`config.mk`:
```
export PLATFORM = sky130hd
export DESIGN_NAME = issue_hazard_sb
export DESIGN_NICKNAME = d
export VERILOG_FILES = /design/src/rtl/sb_bit_track.sv /design/src/rtl/sb_hazard_eval.sv /design/src/rtl/issue_hazard_sb.sv
export SDC_FILE = /design/constraint.sdc
export NUM_CORES = 1
export LEC_CHECK = 0
export BUFFER_PORTS_ARGS = -buffer_cell sky130_fd_sc_hd__buf_2
export CAP_MARGIN = 15
export CORE_MARGIN = 1.5
export CORE_UTILIZATION = 40
export DETAILED_ROUTE_END_ITERATION = 8
export GPL_ROUTABILITY_DRIVEN = 0
export GPL_TIMING_DRIVEN = 0
export HOLD_SLACK_MARGIN = 0.12
export PLACE_DENSITY = 0.65
export SLEW_MARGIN = 40
export SYNTH_ARGS = -nofsm -noshare
export SYNTH_HDL_FRONTEND = slang
export SYNTH_SLANG_ARGS = --single-unit
```
`constraint.sdc`:
```
create_clock -name clk -period 2.25 [get_ports clk]
set_clock_uncertainty 0.05 [all_clocks]
set_input_delay 0.1125 -clock clk [delete_from_list [all_inputs] [get_ports clk]]
set_output_delay 0.1125 -clock clk [all_outputs]
set_load 0.05 [all_outputs]
```
`src/rtl/sb_bit_track.sv`:
```
// Vector of N set/clear flags, used for both unit busy and register
// pending state. Set has priority over clear on the same index.
// Also provides a bypass view: the stored state with this cycle's clear
// already applied. Assumes set_idx and clr_idx are below N when enabled.
module sb_bit_track #(
    parameter int N  = 32,
    parameter int IW = (N > 1) ? $clog2(N) : 1
) (
    input  logic          clk,
    input  logic          rst_n,
    input  logic          set_en,
    input  logic [IW-1:0] set_idx,
    input  logic          clr_en,
    input  logic [IW-1:0] clr_idx,
    output logic [N-1:0]  state_q,
    output logic [N-1:0]  view
);
    for (genvar i = 0; i < N; i++) begin : g_bit
        logic hit_set, hit_clr;
        assign hit_set = set_en && (set_idx == IW'(i));
        assign hit_clr = clr_en && (clr_idx == IW'(i));

        // Per-flag update: reset, then set wins over clear.
        always_ff @(posedge clk) begin
            if (!rst_n)       state_q[i] <= 1'b0;
            else if (hit_set) state_q[i] <= 1'b1;
            else if (hit_clr) state_q[i] <= 1'b0;
        end

        // Bypass view: a clear arriving now already counts.
        assign view[i] = state_q[i] && !hit_clr;
    end

    a_r7_set_lands: assert property (@(posedge clk) disable iff (!rst_n)
        set_en |=> state_q[$past(set_idx)]);

    a_r8_clear_lands: assert property (@(posedge clk) disable iff (!rst_n)
        (clr_en && !(set_en && set_idx == clr_idx)) |=> !state_q[$past(clr_idx)]);
endmodule

```
`src/rtl/sb_hazard_eval.sv`:
```
// Combinational grant decision from the bypassed busy and pending views.
// Checks unit availability, RAW on enabled sources and WAW on the
// destination; write-after-read is not checked since issue is in order.
module sb_hazard_eval #(
    parameter int NUM_UNITS = 4,
    parameter int NUM_REGS  = 32,
    parameter int UNIT_W    = 2,
    parameter int REG_W     = 5
) (
    input  logic                 req_valid,
    input  logic [UNIT_W-1:0]    req_unit,
    input  logic [REG_W-1:0]     req_dst,
    input  logic [REG_W-1:0]     req_src_a,
    input  logic                 req_src_a_en,
    input  logic [REG_W-1:0]     req_src_b,
    input  logic                 req_src_b_en,
    input  logic [NUM_UNITS-1:0] busy_view,
    input  logic [NUM_REGS-1:0]  pend_view,
    output logic                 hz_unit,
    output logic                 hz_raw,
    output logic                 hz_waw,
    output logic                 grant
);
    // Hazard flags are qualified by req_valid so idle cycles show none.
    always_comb begin
        hz_unit = req_valid && busy_view[req_unit];
        hz_raw  = req_valid && ((req_src_a_en && pend_view[req_src_a]) ||
                                (req_src_b_en && pend_view[req_src_b]));
        hz_waw  = req_valid && pend_view[req_dst];
        grant   = req_valid && !hz_unit && !hz_raw && !hz_waw;
    end
endmodule

```
`src/rtl/issue_hazard_sb.sv`:
```
// Issue-stage hazard scoreboard for an in-order pipeline with several
// functional units. Grants at most one request per cycle; the issue stage
// must hold a stalled request unchanged so program order is kept.
// Assumes a write-back names a unit and register that were granted earlier.
module issue_hazard_sb #(
    parameter int NUM_UNITS = 4,
    parameter int NUM_REGS  = 32,
    parameter int UNIT_W    = (NUM_UNITS > 1) ? $clog2(NUM_UNITS) : 1,
    parameter int REG_W     = (NUM_REGS > 1) ? $clog2(NUM_REGS) : 1
) (
    input  logic                 clk,
    input  logic                 rst_n,
    input  logic                 req_valid,
    input  logic [UNIT_W-1:0]    req_unit,
    input  logic [REG_W-1:0]     req_dst,
    input  logic [REG_W-1:0]     req_src_a,
    input  logic                 req_src_a_en,
    input  logic [REG_W-1:0]     req_src_b,
    input  logic                 req_src_b_en,
    input  logic                 wb_valid,
    input  logic [UNIT_W-1:0]    wb_unit,
    input  logic [REG_W-1:0]     wb_reg,
    output logic                 issue,
    output logic                 stall_unit,
    output logic                 stall_raw,
    output logic                 stall_waw,
    output logic [NUM_UNITS-1:0] busy_vec,
    output logic [NUM_REGS-1:0]  pend_vec
);
    logic [NUM_UNITS-1:0] busy_view;
    logic [NUM_REGS-1:0]  pend_view;

    // Unit busy flags: set by a grant, cleared by the unit's write-back.
    sb_bit_track #(.N(NUM_UNITS), .IW(UNIT_W)) u_busy (
        .clk(clk), .rst_n(rst_n),
        .set_en(issue), .set_idx(req_unit),
        .clr_en(wb_valid), .clr_idx(wb_unit),
        .state_q(busy_vec), .view(busy_view)
    );

    // Register pending flags: set by a grant, cleared by write-back.
    sb_bit_track #(.N(NUM_REGS), .IW(REG_W)) u_pend (
        .clk(clk), .rst_n(rst_n),
        .set_en(issue), .set_idx(req_dst),
        .clr_en(wb_valid), .clr_idx(wb_reg),
        .state_q(pend_vec), .view(pend_view)
    );

    // Grant decision against the bypassed state.
    sb_hazard_eval #(
        .NUM_UNITS(NUM_UNITS), .NUM_REGS(NUM_REGS),
        .UNIT_W(UNIT_W), .REG_W(REG_W)
    ) u_eval (
        .req_valid(req_valid), .req_unit(req_unit), .req_dst(req_dst),
        .req_src_a(req_src_a), .req_src_a_en(req_src_a_en),
        .req_src_b(req_src_b), .req_src_b_en(req_src_b_en),
        .busy_view(busy_view), .pend_view(pend_view),
        .hz_unit(stall_unit), .hz_raw(stall_raw), .hz_waw(stall_waw),
        .grant(issue)
    );

    a_r1_reset_clean: assert property (@(posedge clk)
        !rst_n |=> (busy_vec == '0 && pend_vec == '0));

    a_r10_issue_needs_valid: assert property (@(posedge clk) disable iff (!rst_n)
        issue |-> req_valid);

    a_r2_issue_unit_free: assert property (@(posedge clk) disable iff (!rst_n)
        issue |-> (!busy_vec[req_unit] || (wb_valid && wb_unit == req_unit)));

    a_r4_issue_dst_free: assert property (@(posedge clk) disable iff (!rst_n)
        issue |-> (!pend_vec[req_dst] || (wb_valid && wb_reg == req_dst)));

    a_r7_busy_after_issue: assert property (@(posedge clk) disable iff (!rst_n)
        issue |=> busy_vec[$past(req_unit)]);
endmodule

```
Word-level counts from Yosys, hierarchy flattened
Index checks and enable logic that the tools add are counted.
- register bits: 36
- order comparisons: 4
- muxes and demuxes: 80
- equality and inequality tests: 68
- reductions and logical operators: 196
- operator list (cell ; number):
    $eq 5x5->1 const B ; 32
    $logic_and 1x1->1 ; 116
    $eq 5x4->1 const B ; 16
    $mux 1 ; 76
    $reduce_bool 2->1 ; 36
    $eq 5x3->1 const B ; 8
    $logic_not 1->1 ; 39
    $eq 5x2->1 const B ; 4
    $lt 5x6->1 const B ; 3
    $bmux 1 s5 ; 3
    $eq 5x1->1 const B ; 2
    $logic_not 5->1 ; 2
    $eq 2x2->1 const B ; 4
    $eq 2x1->1 const B ; 2
    $logic_not 2->1 ; 2
    $lt 2x3->1 const B ; 1
    $bmux 1 s2 ; 1
    $logic_or 1x1->1 ; 1

Depth between registers and ports, before layout
- word-level depth: 14
- gate-level depth with buffers: 10
- mapped depth without buffers: 7

Modules after synthesis
A second synthesis with hierarchy kept.
- cell total of the unflattened synthesis: 289
- area, all modules: 2787.7 um^2
- modules (own cells, without submodules) (module ; instances ; seq. area each (um^2) ; cells an instance ; area each (um^2)):
    sb_bit_track (u_pend) ; 1 ; 640.6 ; 197 ; 1682.9
    sb_hazard_eval ; 1 ; 0.0 ; 68 ; 893.4
    sb_bit_track (u_busy) ; 1 ; 80.1 ; 24 ; 211.5

Worst setup path after synthesis
No wires, ideal clock.
- path type: input to output
- from: input wb_valid
- to: output issue
- path slack: -0.745 ns
- cell stages on the path: 10
- required time: 2.088 ns
- arrival: 2.833 ns
- buffers on the path: 3
- cells stage by stage: buf_4 > or4b_4 > o21ai_1 > mux4_2 > nor4_1 > or3_1 > a311o_1 > buf_2 > buf_2 > nor2_1
- cells in the longest elaborated chain, start to end: 11
- RTL lines (item ; line ; text):
    from (decl) ; issue_hazard_sb.sv:20 ; input logic wb_valid,
    $logic_and 1x1->1 ; sb_bit_track.sv:21 ; assign hit_clr = clr_en && (clr_idx == IW'(i));
    $logic_not 1->1 ; sb_bit_track.sv:31 ; assign view[i] = state_q[i] && !hit_clr;
    $logic_and 1x1->1 ; sb_bit_track.sv:31 ;
    $bmux 1 s5 (on tied branches) ; sb_hazard_eval.sv:27, sb_hazard_eval.sv:28 ;
    $mux 1 (on tied branches) ; sb_hazard_eval.sv:27, sb_hazard_eval.sv:28 ;
    $logic_and 1x1->1 (on tied branches) ; sb_hazard_eval.sv:27, sb_hazard_eval.sv:28 ;
    $logic_or 1x1->1 ; sb_hazard_eval.sv:27 ; hz_raw = req_valid && ((req_src_a_en && pend_view[req_src_a]) ||
    $logic_and 1x1->1 ; sb_hazard_eval.sv:27 ;
    $logic_not 1->1 ; sb_hazard_eval.sv:30 ; grant = req_valid && !hz_unit && !hz_raw && !hz_waw;
    $logic_and 1x1->1 ; sb_hazard_eval.sv:30 ;
    $logic_and 1x1->1 (*) ; sb_hazard_eval.sv:30 ;
    to (decl) ; issue_hazard_sb.sv:23 ; output logic issue,
Mark *: on every way between the ends. The rest lies on a longest branch, timed or not. The select of a mux whose other input is x is not followed.

Final worst setup path
- from: input wb_reg[4]
- to: output stall_raw
- cells in the longest elaborated chain, start to end: 9
- RTL lines (item ; line ; text):
    from (decl) ; issue_hazard_sb.sv:22 ; input logic [REG_W-1:0] wb_reg,
    $eq 5x1->1, or another cell as far along ; sb_bit_track.sv:21 ;
    $logic_and 1x1->1 ; sb_bit_track.sv:21 ;
    $logic_not 1->1 ; sb_bit_track.sv:31 ;
    $logic_and 1x1->1 ; sb_bit_track.sv:31 ;
    $bmux 1 s5 (on tied branches) ; sb_hazard_eval.sv:27, sb_hazard_eval.sv:28 ;
    $mux 1 (on tied branches) ; sb_hazard_eval.sv:27, sb_hazard_eval.sv:28 ;
    $logic_and 1x1->1 (on tied branches) ; sb_hazard_eval.sv:27, sb_hazard_eval.sv:28 ;
    $logic_or 1x1->1 (*) ; sb_hazard_eval.sv:27 ;
    $logic_and 1x1->1 (*) ; sb_hazard_eval.sv:27 ;
    to (decl) ; issue_hazard_sb.sv:25 ; output logic stall_raw,
Marks and branches as above.

==> out/results.txt <==
Post-Syn Area: 2870 um2
slowest stage delay, CP: 420 ps
Yosys top cell by area: dfxtp_1
Worst path slowest cell: nand4bb_2
CORE AREA: 6870 um2
failing checks: negative setup slack
Final #Nets: 504
Chip Width: 87.6 um
hold_sp: req_unit[0]
Rows: 30
worst-path cell chain: buf_8, nand4bb_2, o21ai_2, mux4_2, nor4_1, or3_1, a311o_1, buf_6, buf_8, and2_4, buf_8
DP HPWL: 8580 um
register area share after synthesis: 25.2%
worst path buffer plus inverter count: 4
Remaining DRCs: 0
CTS Buf Count: 5
run status: finished, violations left
Min Hold Slack: 127 ps
Crit path arrival time: 2630 ps
top cells by count, synth: 44 x o21ai_0, 36 x dfxtp_1, 28 x nand2_1
DR pass1 iterations: 7
Top FF cell, synth: dfxtp_1
Clock Tree Buf Depth: 2
clock slew at reported path FFs: 70 ps
Synth Area in Compound Gates: 29.1%
simple-gate share of the synthesized area: 32.8%
synthesized net count: 413
critical path class: in2out
multiplexer share of the synthesized area: 6.99%
Worst Tran Pin Value: 712 ps
Worst Setup SP: wb_reg[4]
most frequent cell after synthesis: o21ai_0
ANT cells: 0
Post-Synth XOR/XNOR Area: 0.611%
Tcrit/Tclk final: 124%
Post-Synth Adder-Cell Area: 0%
Fillers: 595
placed cells: 542
count of clock tree sinks: 36
fmax: 0.358 GHz
leak pwr: 1.51 nW
GRT overflow: 0
layout cells sized above 1: 45.4%
number of I/O port buffers: 63
max-slew violations: 0
Crit. End Element: primary output
startpoint types: input port
Seq cells post-synth: 36
Worst EP required: 2090 ps
dpl ws: -1100 ps
Critical R2R Launch: u_pend.state_q[18]$_SDFFE_PN0P_
largest cells by area after synthesis: dfxtp_1 25%, o21ai_0 7.7%, nand4_1 5.2%, or2_2 4.1%, mux2i_1 3.8%
Non-Filler Instances: 570
Finish-stage setup viols: 39
H-tree levels: 2
Total Die Area: 7680 um2
DR iter-0 viols: 445
total power: 1.63 mW
clock latency on the worst-skew pair: 290 ps
Clock Root Buffer: clkbuf_8
total vias in the final route: 3,893
num ports: 70
Hold Violations, Final: 0
vias per inst: 6.83
CP most frequent cell: buf_8
peak supply drop: 281 uV
largest net degree at the start of global routing: 11
setup_tns: -6890 ps
average size of a mapped cell: 7.48 um2
PnR worst setup slack: -541 ps
GR Util All Layers: 32.3%
Area growth syn-to-layout: 45.6%
Starting Density: 41.7%
die height: 87.6 um
Post-synth EDFFs: 0
Post-Syn Instances: 383
routed wire length: 12,500 um
first-pass GRT wire length: 18,700 um
Hold/Removal Path Class: in2reg
Final min period: 2790 ps
CP Max Fanout: 6
Synth async-reset ratio: 0%
PD cells: 392 nW/um2
Distinct cells, synth: 52
initial antenna violation count: 0
Max-slew headroom: 52.5%
vias in the first global route: 3,526
RSZ-0062 raised after global routing: true
wire per inst: 21.9 um
synthesis warning total: 0
TritonCTS clock tree: done
kind of cell adding the most delay to the critical path: simple AND/OR/NAND/NOR gates
top-area cell type share of the netlist area: 25.2%
Max Cap Viol: 0
Antenna Nets Post-Route: 0
main combinational cell family by area after synthesis: simple AND/OR/NAND/NOR gates
==> placed cells by master, fill, tap and decap left out, types with 3 or more instances in the layout <==
master,instances
nand3b_1,5
o211ai_1,6
nor3_1,9
nand4b_1,7
dfxtp_1,24
nor2_1,24
nor3_2,3
nand2b_1,7
a32oi_1,3
o21ai_4,11
mux4_2,4
buf_8,7
nor2b_1,6
o21ai_1,7
buf_2,58
clkbuf_1,12
or2_2,18
dfxtp_2,10
buf_4,14
clkbuf_2,7
buf_12,3
a22oi_1,7
o32ai_2,7
o22ai_1,12
nand3_1,13
nand2_1,28
nor4_1,5
o21ai_2,29
o21ai_0,9
inv_1,7
a2111oi_2,3
dlygate4sd3_1,3
clkbuf_8,7
o31ai_2,5
o21a_1,5
mux2i_1,11
buf_6,8
nand4_1,24
==> tightest hold or removal path, delay by kind of cell <==
family | cells | cell delay [ps]
compound gates | 1 | 70
simple gates | 1 | 100
buf+inv | 1 | 130
==> metal layers <==
metal  up-vias  global-route usage [%]  part of all wire, %
met1      1805                    41.7                   37
met2       334                    49.5                   44
met4         0                    20.3                  6.8
li1       1678                       -                    -
met3        76                    6.03                   12
met5         -                       0                    0
==> power breakdown <==
group,switching [mW],internal [mW],total [mW]
clock,0.225,0.210,0.435
combinational,0.355,0.193,0.548
sequential,0.00740,0.644,0.652
==> timing repair <==
action / CTS / global route
setup buffers: 17 / 2
hold endpoints to repair: 2 / 0
gates resized for setup: 105 / 69
pin swaps: 12 / 15
hold buffers: 3 / 0
endpoints found under the setup margin: 39 / 39
==> sequential cells by signal, indices dropped and copies added (netlist names) <==
signal and flops:
u_pend.state_q 32, u_busy.state_q 4
==> worst paths after layout <==
path,to,slack (ps),cells past startpoint
max,stall_raw,-540,11
min,u_busy.state_q[1]$_SDFFE_PN0P_,130,3
max reg2reg,u_pend.state_q[14]$_SDFFE_PN0P_,-160,7
min reg2reg,u_busy.state_q[2]$_SDFFE_PN0P_,520,2
==> area by class of cell <==
type                    count  area [um2]  share of cell area (%)
inverters                   8        30.0                   0.720
clock buffers               6        72.6                    1.74
flip-flops and latches     36         741                    17.8
well taps                  96         120                    2.88
multi-input cells         310        2420                    58.0
repair buffers             85         583                    14.0
plain buffers              28         201                    4.83
clock inverters             1        5.00                   0.120
==> kinds of logic (layout without fill, tap and decap cells) <==
kind of cell    after synthesis  after routing
xor+xnor                      2              2
buf+inv                      37            128
compound gates              125            125
simple gates                168            168
flops                        36             36
mux                          15             15
==> through the flow <==
| stage | utilization, % | instance area (um2) |
|---|---|---|
| 6_report | 60.7 | 4170 |
| 4_1_cts | 57.4 | 3940 |
| 5_1_grt | 60.7 | 4170 |
| 2_1_floorplan | - | 2940 |
| 3_3_place_gp | 49.1 | 3370 |
| 3_5_place_dp | 49.1 | 3370 |
No activity file was read; power rests on OpenSTA's default activity.
